==> config.mk <==
export PLATFORM = sky130hd
export DESIGN_NAME = swap_seq
export DESIGN_NICKNAME = d
export VERILOG_FILES = /design/src/rtl/swap_seq_pkg.sv /design/src/rtl/swap_decode.sv /design/src/rtl/swap_agen.sv /design/src/rtl/swap_ctrl.sv /design/src/rtl/swap_seq.sv
export SDC_FILE = /design/constraint.sdc
export NUM_CORES = 1
export LEC_CHECK = 0
export BUFFER_PORTS_ARGS = -buffer_cell sky130_fd_sc_hd__buf_4
export CAP_MARGIN = 20
export CORE_UTILIZATION = 35
export DETAILED_ROUTE_END_ITERATION = 12
export PLACE_DENSITY_LB_ADDON = 0.1
export SLEW_MARGIN = 25
export SYNTH_ARGS = -nofsm -noshare
export SYNTH_HDL_FRONTEND = slang
export SYNTH_HIERARCHICAL = 1
export SYNTH_SLANG_ARGS = --single-unit
export TNS_END_PERCENT = 30
==> constraint.sdc <==
create_clock -name clk -period 10.3 [get_ports clk]
set_clock_uncertainty 0.1 [all_clocks]
set_input_delay 1.03 -clock clk [delete_from_list [all_inputs] [get_ports clk]]
set_output_delay 1.03 -clock clk [all_outputs]
set_load 0.01 [all_outputs]
==> src/rtl/swap_seq_pkg.sv <==
// Shared constants, types and helpers for the swap sequencer.
// Assumes a 32-bit instruction and data word and a 16-entry register file.
package swap_seq_pkg;
    localparam int WORD_W  = 32;
    localparam int IDX_W   = 4;
    localparam int OFF_S_W = 10;
    localparam int OFF_L_W = 18;
    localparam int HALF_W  = WORD_W / 2;

    localparam logic [7:0] OPC_ABS  = 8'hE5;
    localparam logic [7:0] OPC_BOFF = 8'h49;
    localparam logic [7:0] OPC_PTR  = 8'h69;
    localparam logic [1:0] SUB_ABS  = 2'b00;
    localparam logic [5:0] SUB_BOFF = 6'h20;
    localparam logic [5:0] SUB_BREV = 6'h00;
    localparam logic [5:0] SUB_CIRC = 6'h10;

    typedef enum logic [2:0] {AM_NONE, AM_ABS, AM_BOFF, AM_BREV, AM_CIRC} amode_e;
    typedef enum logic [1:0] {ST_IDLE, ST_READ, ST_WRITE, ST_DONE} state_e;

    // Mirror the bit order of a half word.
    function automatic logic [HALF_W-1:0] rev_half(input logic [HALF_W-1:0] v);
        logic [HALF_W-1:0] r;
        for (int i = 0; i < HALF_W; i++) r[i] = v[HALF_W-1-i];
        return r;
    endfunction
endpackage

==> src/rtl/swap_decode.sv <==
// Instruction decoder: classifies the word into one of four addressing forms
// and slices out the register indices and the scattered offset pieces.
// Assumes nothing about timing; purely combinational.
module swap_decode
    import swap_seq_pkg::*;
(
    input  logic [WORD_W-1:0]  instr,
    output amode_e             mode,
    output logic [IDX_W-1:0]   d_idx,
    output logic [IDX_W-1:0]   a_idx,
    output logic [OFF_S_W-1:0] off_s,
    output logic [OFF_L_W-1:0] off_l
);
    assign d_idx = instr[11:8];
    assign a_idx = instr[15:12];
    assign off_s = {instr[31:28], instr[21:16]};
    assign off_l = {instr[15:12], instr[25:22], instr[31:28], instr[21:16]};

    // Match primary and secondary opcode per form.
    always_comb begin
        mode = AM_NONE;
        case (instr[7:0])
            OPC_ABS:  if (instr[27:26] == SUB_ABS) mode = AM_ABS;
            OPC_BOFF: if (instr[27:22] == SUB_BOFF) mode = AM_BOFF;
            OPC_PTR: begin
                if (instr[27:22] == SUB_BREV)      mode = AM_BREV;
                else if (instr[27:22] == SUB_CIRC) mode = AM_CIRC;
            end
            default: mode = AM_NONE;
        endcase
    end
endmodule

==> src/rtl/swap_agen.sv <==
// Address generator: forms the effective word address for the selected form
// and the updated paired pointer register for the two pointer-walk forms.
// Assumes base and pair values are the current register contents; combinational.
module swap_agen
    import swap_seq_pkg::*;
(
    input  amode_e             mode,
    input  logic [OFF_S_W-1:0] off_s,
    input  logic [OFF_L_W-1:0] off_l,
    input  logic [WORD_W-1:0]  base,
    input  logic [WORD_W-1:0]  pair,
    output logic [WORD_W-1:0]  ea,
    output logic [WORD_W-1:0]  pair_new,
    output logic               pair_upd
);
    localparam int STEP_W = HALF_W + 2;
    localparam int ABS_Z  = WORD_W - OFF_L_W;

    logic [HALF_W-1:0] idx, hi;
    logic [STEP_W-1:0] step, wrapped, hi_x;

    assign idx  = pair[HALF_W-1:0];
    assign hi   = pair[WORD_W-1:HALF_W];
    assign hi_x = {2'b00, hi};

    // Circular index step with wrap in either direction.
    always_comb begin
        step = {2'b00, idx} + {{(STEP_W-OFF_S_W){off_s[OFF_S_W-1]}}, off_s};
        if (step[STEP_W-1])   wrapped = step + hi_x;
        else if (step >= hi_x) wrapped = step - hi_x;
        else                  wrapped = step;
    end

    // Select address and pointer update by addressing form.
    always_comb begin
        ea       = '0;
        pair_new = pair;
        pair_upd = 1'b0;
        case (mode)
            AM_ABS:  ea = {off_l[OFF_L_W-1:OFF_L_W-4], {ABS_Z{1'b0}}, off_l[OFF_L_W-5:0]};
            AM_BOFF: ea = base + {{(WORD_W-OFF_S_W){off_s[OFF_S_W-1]}}, off_s};
            AM_BREV: begin
                ea       = base + {{HALF_W{1'b0}}, idx};
                pair_new = {hi, rev_half(rev_half(idx) + rev_half(hi))};
                pair_upd = 1'b1;
            end
            AM_CIRC: begin
                ea       = base + {{HALF_W{1'b0}}, idx};
                pair_new = {hi, wrapped[HALF_W-1:0]};
                pair_upd = 1'b1;
            end
            default: ea = '0;
        endcase
    end
endmodule

==> src/rtl/swap_ctrl.sv <==
// Sequencer state machine: idle, locked read, locked write, commit.
// Assumes the memory holds a request until it answers with ready.
module swap_ctrl
    import swap_seq_pkg::*;
(
    input  logic   clk,
    input  logic   rst_n,
    input  logic   start,
    input  logic   legal,
    input  logic   mem_ready,
    output state_e state,
    output logic   accept,
    output logic   rd_take,
    output logic   illegal_q
);
    assign accept  = (state == ST_IDLE) && start && legal;
    assign rd_take = (state == ST_READ) && mem_ready;

    // Advance through the read/write/commit sequence.
    always_ff @(posedge clk) begin
        if (!rst_n) begin
            state <= ST_IDLE;
        end else begin
            case (state)
                ST_IDLE:  if (accept) state <= ST_READ;
                ST_READ:  if (mem_ready) state <= ST_WRITE;
                ST_WRITE: if (mem_ready) state <= ST_DONE;
                default:  state <= ST_IDLE;
            endcase
        end
    end

    // One-cycle flag for a start carrying an unknown encoding.
    always_ff @(posedge clk) begin
        if (!rst_n) illegal_q <= 1'b0;
        else        illegal_q <= (state == ST_IDLE) && start && !legal;
    end
endmodule

==> src/rtl/swap_seq.sv <==
// Atomic swap sequencer top: decodes a swap instruction, captures operands
// and address at start, runs a locked read then write of one word, and
// commits register results in a final cycle. Assumes register read ports
// are combinational and memory requests are held until ready.
module swap_seq
    import swap_seq_pkg::*;
(
    input  logic              clk,
    input  logic              rst_n,
    input  logic              start,
    input  logic [WORD_W-1:0] instr,
    output logic [IDX_W-1:0]  dreg_raddr,
    input  logic [WORD_W-1:0] dreg_rdata,
    output logic [IDX_W-1:0]  areg_raddr,
    input  logic [WORD_W-1:0] areg_rdata,
    output logic [IDX_W-1:0]  apair_raddr,
    input  logic [WORD_W-1:0] apair_rdata,
    output logic              mem_req,
    output logic              mem_we,
    output logic              mem_lock,
    output logic [WORD_W-1:0] mem_addr,
    output logic [WORD_W-1:0] mem_wdata,
    input  logic              mem_ready,
    input  logic [WORD_W-1:0] mem_rdata,
    output logic              dreg_we,
    output logic [IDX_W-1:0]  dreg_waddr,
    output logic [WORD_W-1:0] dreg_wdata,
    output logic              areg_we,
    output logic [IDX_W-1:0]  areg_waddr,
    output logic [WORD_W-1:0] areg_wdata,
    output logic              done,
    output logic              illegal
);
    amode_e             mode;
    state_e             state;
    logic [IDX_W-1:0]   d_idx, a_idx;
    logic [OFF_S_W-1:0] off_s;
    logic [OFF_L_W-1:0] off_l;
    logic [WORD_W-1:0]  ea, pair_new;
    logic               pair_upd, accept, rd_take, legal;

    logic [IDX_W-1:0]   d_q, p_q;
    logic [WORD_W-1:0]  ea_q, wd_q, pnew_q, rd_q;
    logic               pupd_q;

    swap_decode u_dec (
        .instr (instr), .mode (mode), .d_idx (d_idx), .a_idx (a_idx),
        .off_s (off_s), .off_l (off_l)
    );

    swap_agen u_agen (
        .mode (mode), .off_s (off_s), .off_l (off_l), .base (areg_rdata),
        .pair (apair_rdata), .ea (ea), .pair_new (pair_new), .pair_upd (pair_upd)
    );

    assign legal = (mode != AM_NONE);

    swap_ctrl u_ctrl (
        .clk (clk), .rst_n (rst_n), .start (start), .legal (legal),
        .mem_ready (mem_ready), .state (state), .accept (accept),
        .rd_take (rd_take), .illegal_q (illegal)
    );

    assign dreg_raddr  = d_idx;
    assign areg_raddr  = a_idx;
    assign apair_raddr = a_idx + 1'b1;

    // Capture operands, address and pointer update when a swap is accepted.
    always_ff @(posedge clk) begin
        if (!rst_n) begin
            d_q    <= '0;
            p_q    <= '0;
            ea_q   <= '0;
            wd_q   <= '0;
            pnew_q <= '0;
            pupd_q <= 1'b0;
        end else if (accept) begin
            d_q    <= d_idx;
            p_q    <= apair_raddr;
            ea_q   <= ea;
            wd_q   <= dreg_rdata;
            pnew_q <= pair_new;
            pupd_q <= pair_upd;
        end
    end

    // Hold the old memory word once the read is answered.
    always_ff @(posedge clk) begin
        if (!rst_n)       rd_q <= '0;
        else if (rd_take) rd_q <= mem_rdata;
    end

    assign mem_req    = (state == ST_READ) || (state == ST_WRITE);
    assign mem_we     = (state == ST_WRITE);
    assign mem_lock   = mem_req;
    assign mem_addr   = ea_q;
    assign mem_wdata  = wd_q;
    assign done       = (state == ST_DONE);
    assign dreg_we    = done;
    assign dreg_waddr = d_q;
    assign dreg_wdata = rd_q;
    assign areg_we    = done && pupd_q;
    assign areg_waddr = p_q;
    assign areg_wdata = pnew_q;
endmodule

# Yosys cells after proc, flatten, opt, wreduce, memory -nomap -nowiden
# Index checks and enable logic that the tools add are counted.
op_classes:
  reduce_logical: 13
  mux: 14
  eq_ne: 15
  order_cmp: 1
  add_sub_neg: 7
op_table:
  columns: ["op", "n"]
  rows:
  - ["case mux 32 bit (3 select lines)", 1]
  - ["adder 16 bit", 2]
  - ["adder 32 x 16 -> 32 bit", 1]
  - ["adder 32 bit", 1]
  - ["two-way mux 16 bit", 2]
  - ["case mux 16 bit (2 select lines)", 1]
  - ["adder 17 x 10 -> 18 bit", 1]
  - [">= comparator 18 x 16 -> 1 bit", 1]
  - ["== test 8 x 7 -> 1 bit, second input constant", 2]
  - ["subtractor 16 bit", 1]
  - ["case mux 3 bit (3 select lines)", 1]
  - ["== test 8 bit, second input constant", 1]
  - ["two-way mux 2 bit", 4]
  - ["== test 3 x 2 -> 1 bit, second input constant", 2]
  - ["== test 6 x 5 -> 1 bit, second input constant", 1]
  - ["== test 6 bit, second input constant", 1]
  - ["logical NOT 6 bit", 1]
  - ["two-way mux 3 bit", 2]
  - ["case mux 2 bit (3 select lines)", 1]
  - ["logical AND 1 bit", 5]
  - ["adder 4 x 1 -> 4 bit, second input constant", 1]
  - ["== test 2 bit, second input constant", 2]
  - ["logical NOT 2 bit", 2]
  - ["inequality test 2 bit, second input constant", 2]
  - ["other kinds (10)", 11]
totals:
  input_bits: 164
  ff_bits: 140
  out_inout_bits: 155
  elab_cells: 59

# Longest topological paths before layout
logic_depth:
  ltp_word: 8
  ltp_mapped: 25
  mapped_depth_nobuf: 23

# Cells and area by module
# The synthesis kept the hierarchy.
by_module_without_submodules:
  columns: ["mod", "seq_area_each_um2", "area_each_um2", "instances", "cells_each"]
  rows:
  - ["swap_agen", 0.0, 5783.0, 1, 828]
  - ["swap_seq", 2742.6, 5262.5, 1, 456]
  - ["swap_decode", 0.0, 377.9, 1, 48]
  - ["swap_ctrl", 60.1, 191.4, 1, 21]

# Worst setup path before layout
# No wires, ideal clock.
synth_timing:
  path_kind: "input to register"
  from: "input port instr[23]"
  to: "register ea_q[30], in the netlist mem_addr[30]"
  setup_ps: 116
  slack_ps: 4549
  arrival_ps: 5535
  required_ps: 10084
  path_stages: 24
  path_buffers: 2
  path_cell_list: "nor4b_2 > nand2_2 > nor4_1 > nor2_1 > and2_1 > clkbuf_1 > nor2_1 > clkinv_1 > clkbuf_1 > nand2_1 > nand2_1 > ha_1 > inv_1 > fa_1 > nor2b_1 > o21a_1 > a311o_1 > o21a_1 > a31o_2 > o2111ai_1 > nand3_1 > a221o_1 > mux2i_1 > nor2b_1"
synth_via:
  word_cells_on_any_way: 15
  cone_classes: "eq/ne (6); mux (5); reduce/logical (4)"
synth_rtl:
  columns: ["element", "line", "source"]
  rows:
  - ["start: declaration", "swap_seq.sv:11", "input logic [WORD_W-1:0] instr,"]
  - ["== test 6 bit / logical NOT 6 bit (equally long branches)", "swap_decode.sv:24, swap_decode.sv:26", null]
  - ["two-way mux 2 bit / two-way mux 3 bit (equally long branches)", "swap_decode.sv:24, swap_decode.sv:26", null]
  - ["case mux 3 bit (3 select lines) (*)", "swap_decode.sv:22", "case (instr[7:0])"]
  - ["net mode[1]", "swap_seq.sv:34", "amode_e mode;"]
  - ["== test 3 x 2 -> 1 bit / == test 3 bit (equally long branches)", "swap_agen.sv:39", "case (mode)"]
  - ["OR reduction 2 bit (no source line)", null, null]
  - ["case mux 32 bit (3 select lines) (*)", "swap_agen.sv:39", null]
  - ["net ea[30]", "swap_seq.sv:39", "logic [WORD_W-1:0] ea, pair_new;"]
  - ["end signal: assignment", "swap_seq.sv:73", "ea_q <= '0;"]
  - ["end signal: assignment", "swap_seq.sv:80", "ea_q <= ea;"]
  - ["end: declaration", "swap_seq.sv:43", "logic [WORD_W-1:0] ea_q, wd_q, pnew_q, rd_q;"]
# The timed path passes the listed nets; every way through them passes the cells marked *.
# A chain may end at the register's enable or synchronous reset.

# Worst setup path in the final report
# Same ends and word-level chain as after synthesis.

==> metrics.log <==
INFO  metric worst_pin_slew = 1.05 ns
INFO  metric synth_edf_count = 0
INFO  metric path_delay_family = simple AND/OR/NAND/NOR gates
INFO  metric n_fill_cell = 3296
INFO  metric grt_max_degree = 95
INFO  metric place.port_buffers = 318
INFO  metric ys_async_sr_fraction = 0
INFO  metric postCtsSetupBuffers = 0
INFO  metric boundaryPins = 319
INFO  metric routed_wl = 37600 µm
INFO  metric fin_tns_setup = 0 ns
INFO  metric vias_per_cell = 5.14
INFO  metric post_synth_inst_count = 1353
INFO  metric grt_antenna_before_repair = 2
INFO  metric seq_area = 2800 µm²
INFO  metric critical_path.n_buffers_inverters = 4
INFO  metric die_h = 184 µm
INFO  metric multiInputGateArea = 7880 µm²
INFO  metric timing.final.max_slew_violations = 0
INFO  metric fp.dieArea = 33900 µm²
INFO  metric global_route_wire_length_before_repair = 56800 µm
INFO  metric worstPathRequired = 10.57 ns
INFO  metric dr.first_iter.drc_count = 558
INFO  metric synth_top_flop_cell = dfxtp_1
INFO  metric cap_violations = 0
INFO  metric synth.distinct_cells = 88
INFO  metric leakagePower = 0.00611 µW
INFO  metric timing.slew.headroom = 0.300
INFO  metric hold_buffers = 0
INFO  metric finalNetCount = 1853
INFO  metric placeableCoreArea = 32600 µm²
INFO  metric post_drt_wl_per_cell = 18.4 µm
INFO  metric synth_area_leader_cell = dfxtp_1
INFO  metric synth-seq-cells = 140
INFO  metric period_needed = 6.30 ns
INFO  metric cts_tree = done
INFO  metric outcome = completed
INFO  metric antenna_violating_nets_post_route = 0
INFO  metric final_util = 0.444
INFO  metric timing.critical_path.arrival = 6.57 ns
INFO  metric synthTopCellsByArea = dfxtp_1, mux2i_1, ha_1
INFO  metric clk_latency = 0.43 ns
INFO  metric cts.sink_count = 140
INFO  metric dieWidth = 184 µm
INFO  metric ir_worst_vdd = 0.113 mV
INFO  metric post_route_cells_drive_above_1_share = 0.245
INFO  metric via_count = 10470
INFO  metric area.growth.synth_to_final = 24.6%
INFO  metric yosys_warning_total = 6
INFO  metric min_path_type = flip-flop to flip-flop
INFO  metric critical_path.startpoint_type = input port
INFO  metric detail_route.first_pass.iterations = 5
INFO  metric timing.fmax = 159 MHz
INFO  metric cts.path.max_buffers = 2
INFO  metric drcViolationCount = 0
INFO  metric synth.cell_area = 11600 µm²
INFO  metric category_of_the_most_critical_setup_path = input port to flip-flop
INFO  metric smallest_setup_slack_after_layout = 4.00 ns
INFO  metric initial_core_util = 0.356
INFO  metric ctsRootBufferMaster = clkbuf_16
INFO  metric timing.critical_path.cells = buf_4 > nor4b_2 > nand2_2 > nor4_1 > inv_1 > nor3b_4 > nor2_1 > buf_4 > nand2_1 > inv_1 > ha_1 > and4_1 > nand2_1 > nor2_1 > and3_1 > a31o_2 > o2111ai_1 > nand3_1 > a211oi_1 > a221o_1 > mux2i_1 > nor2b_1
INFO  metric power.density = 129 nW/µm²
INFO  metric layout_worst_path_cycle_share = 0.612
INFO  metric cp_max_stage_cell = nor3b_4
INFO  metric global_route.overflow_total = 0
INFO  metric tritoncts.num_buffers = 17
INFO  metric grt_pass1_vias = 10062
INFO  metric grt_setup_unrepaired = no
INFO  metric placement_rows = 66
INFO  metric place.detailed.instances = 2007
INFO  metric synth.net_count = 1622
INFO  metric hold_ws = 0.396 ns
INFO  metric cp_max_fo = 26
INFO  metric critical_path.max_stage_delay = 0.68 ns
INFO  metric htree_levels = 4
INFO  metric groute.usage.overall = 0.220
INFO  metric postSynthAreaPerCell = 8.58 µm²
INFO  metric cts-resized-gates = 0
INFO  metric clk_pin_slew = 0.06 ns
INFO  metric synth_seq_area_share = 0.241
INFO  metric place_ws = 3.38 ns
INFO  metric final_cells = 2038
INFO  metric place_congestion = 0.896
INFO  metric end_kind = flip-flop
INFO  metric finalHoldViolations = 0
INFO  metric place_hpwl = 29400 µm
INFO  metric synth_top_area_share = 0.241
INFO  metric finalSetupViolCount = 0
[layout by cell type (no fill, tap or decap), drive strengths merged, types with 14 or more instances in the layout]
cell    count
o21ai      72
nand2      91
o21a       15
dfxtp     140
ha        100
nor2b     147
a21o       32
xor2       28
mux2i     148
buf       323
nor3       16
a21oi      72
inv        61
nand3      14
nor2       65
xnor2      44
clkbuf     20
[registers in the layout, indices dropped and copies added, names as in the netlist]
name	count
u_ctrl/state	2
mem_wdata	32
dreg_wdata	32
pupd_q	1
mem_addr	32
areg_waddr	4
u_ctrl/illegal_q	1
dreg_waddr	4
areg_wdata	32
[worst reg2reg max path, stage by stage, from the launching register on]
cell	delay, ns
dfxtp_1	0.35
inv_1	0.09
ha_1	0.24
and3_4	0.62
buf_4	0.71
mux2i_1	0.30
nor2b_1	0.07
[final cells by class]
type	instances	area share
clock buffers	20	0.0309
flip-flops and latches	140	0.194
diodes	2	0.000346
clock inverters	9	0.00968
repair buffers	323	0.168
multi-input cells	1042	0.544
well taps	442	0.0382
inverters	60	0.0156
[Yosys cell counts (5+ instances only)]
cell type and number:
a222oi_1 5, and3_1 11, xnor2_1 44, o21ai_1 11, mux2_2 6, o21ai_0 60
a31oi_1 10, a211oi_1 10, ha_1 100, fa_1 5, nand4_1 5, nand2b_1 9
nand3_1 14, nor4_1 9, and2_1 10, nor2_1 64, mux2i_1 148, a21o_1 32
a22oi_1 10, nand2_1 90, o21a_1 14, o21bai_1 10, xor2_1 28, o211ai_1 9
buf_2 7, nand3b_1 5, or3_1 5, dfxtp_1 140, inv_1 59, clkbuf_1 28
a211o_1 6, nor3_1 15, a21oi_1 72, nor2b_1 146, buf_4 68
[per-stage QoR]
stage	total power, µW	instance area (µm²)
global placement	1230	13900
CTS	1890	14500
global route	1980	14500
floorplan	1060	11600
detailed placement	1240	13900
finish	1870	14500
[where the power goes]
part	internal, µW	switching, µW	leakage, µW	total [µW]
combinational	301	371	0.00470	673
clock	385	253	0.000279	638
sequential	554	7.04	0.00113	561
[worst paths after layout]
check,end,from,slack (ns),depth (start not counted)
max,mem_addr[30],instr[23],4.00,22
min,areg_waddr[0],areg_waddr[0],0.40,1
max reg2reg,areg_wdata[21],u_ctrl/state[0],7.72,6
min reg2reg,areg_waddr[0],areg_waddr[0],0.40,1
[layer usage]
layer / vias to the layer above / GRT usage / part of all wire
li1: 5199 / - / -
met4: 0 / 0.0753 / 0.019
met2: 351 / 0.358 / 0.46
met1: 4885 / 0.283 / 0.45
met3: 35 / 0.0510 / 0.068
met5: - / 0 / 0
[kinds of logic after synthesis]
logic type / after synthesis / synth area share
AND/OR/NAND/NOR: 413 / 0.198
adder cells (fa/ha/maj): 105 / 0.116
flip-flops: 140 / 0.241
buffers and inverters: 171 / 0.0829
AO/OA/AOI/OAI: 298 / 0.174
multiplexers: 154 / 0.133
XOR/XNOR: 72 / 0.0543
(Power assumes the default switching activity.)
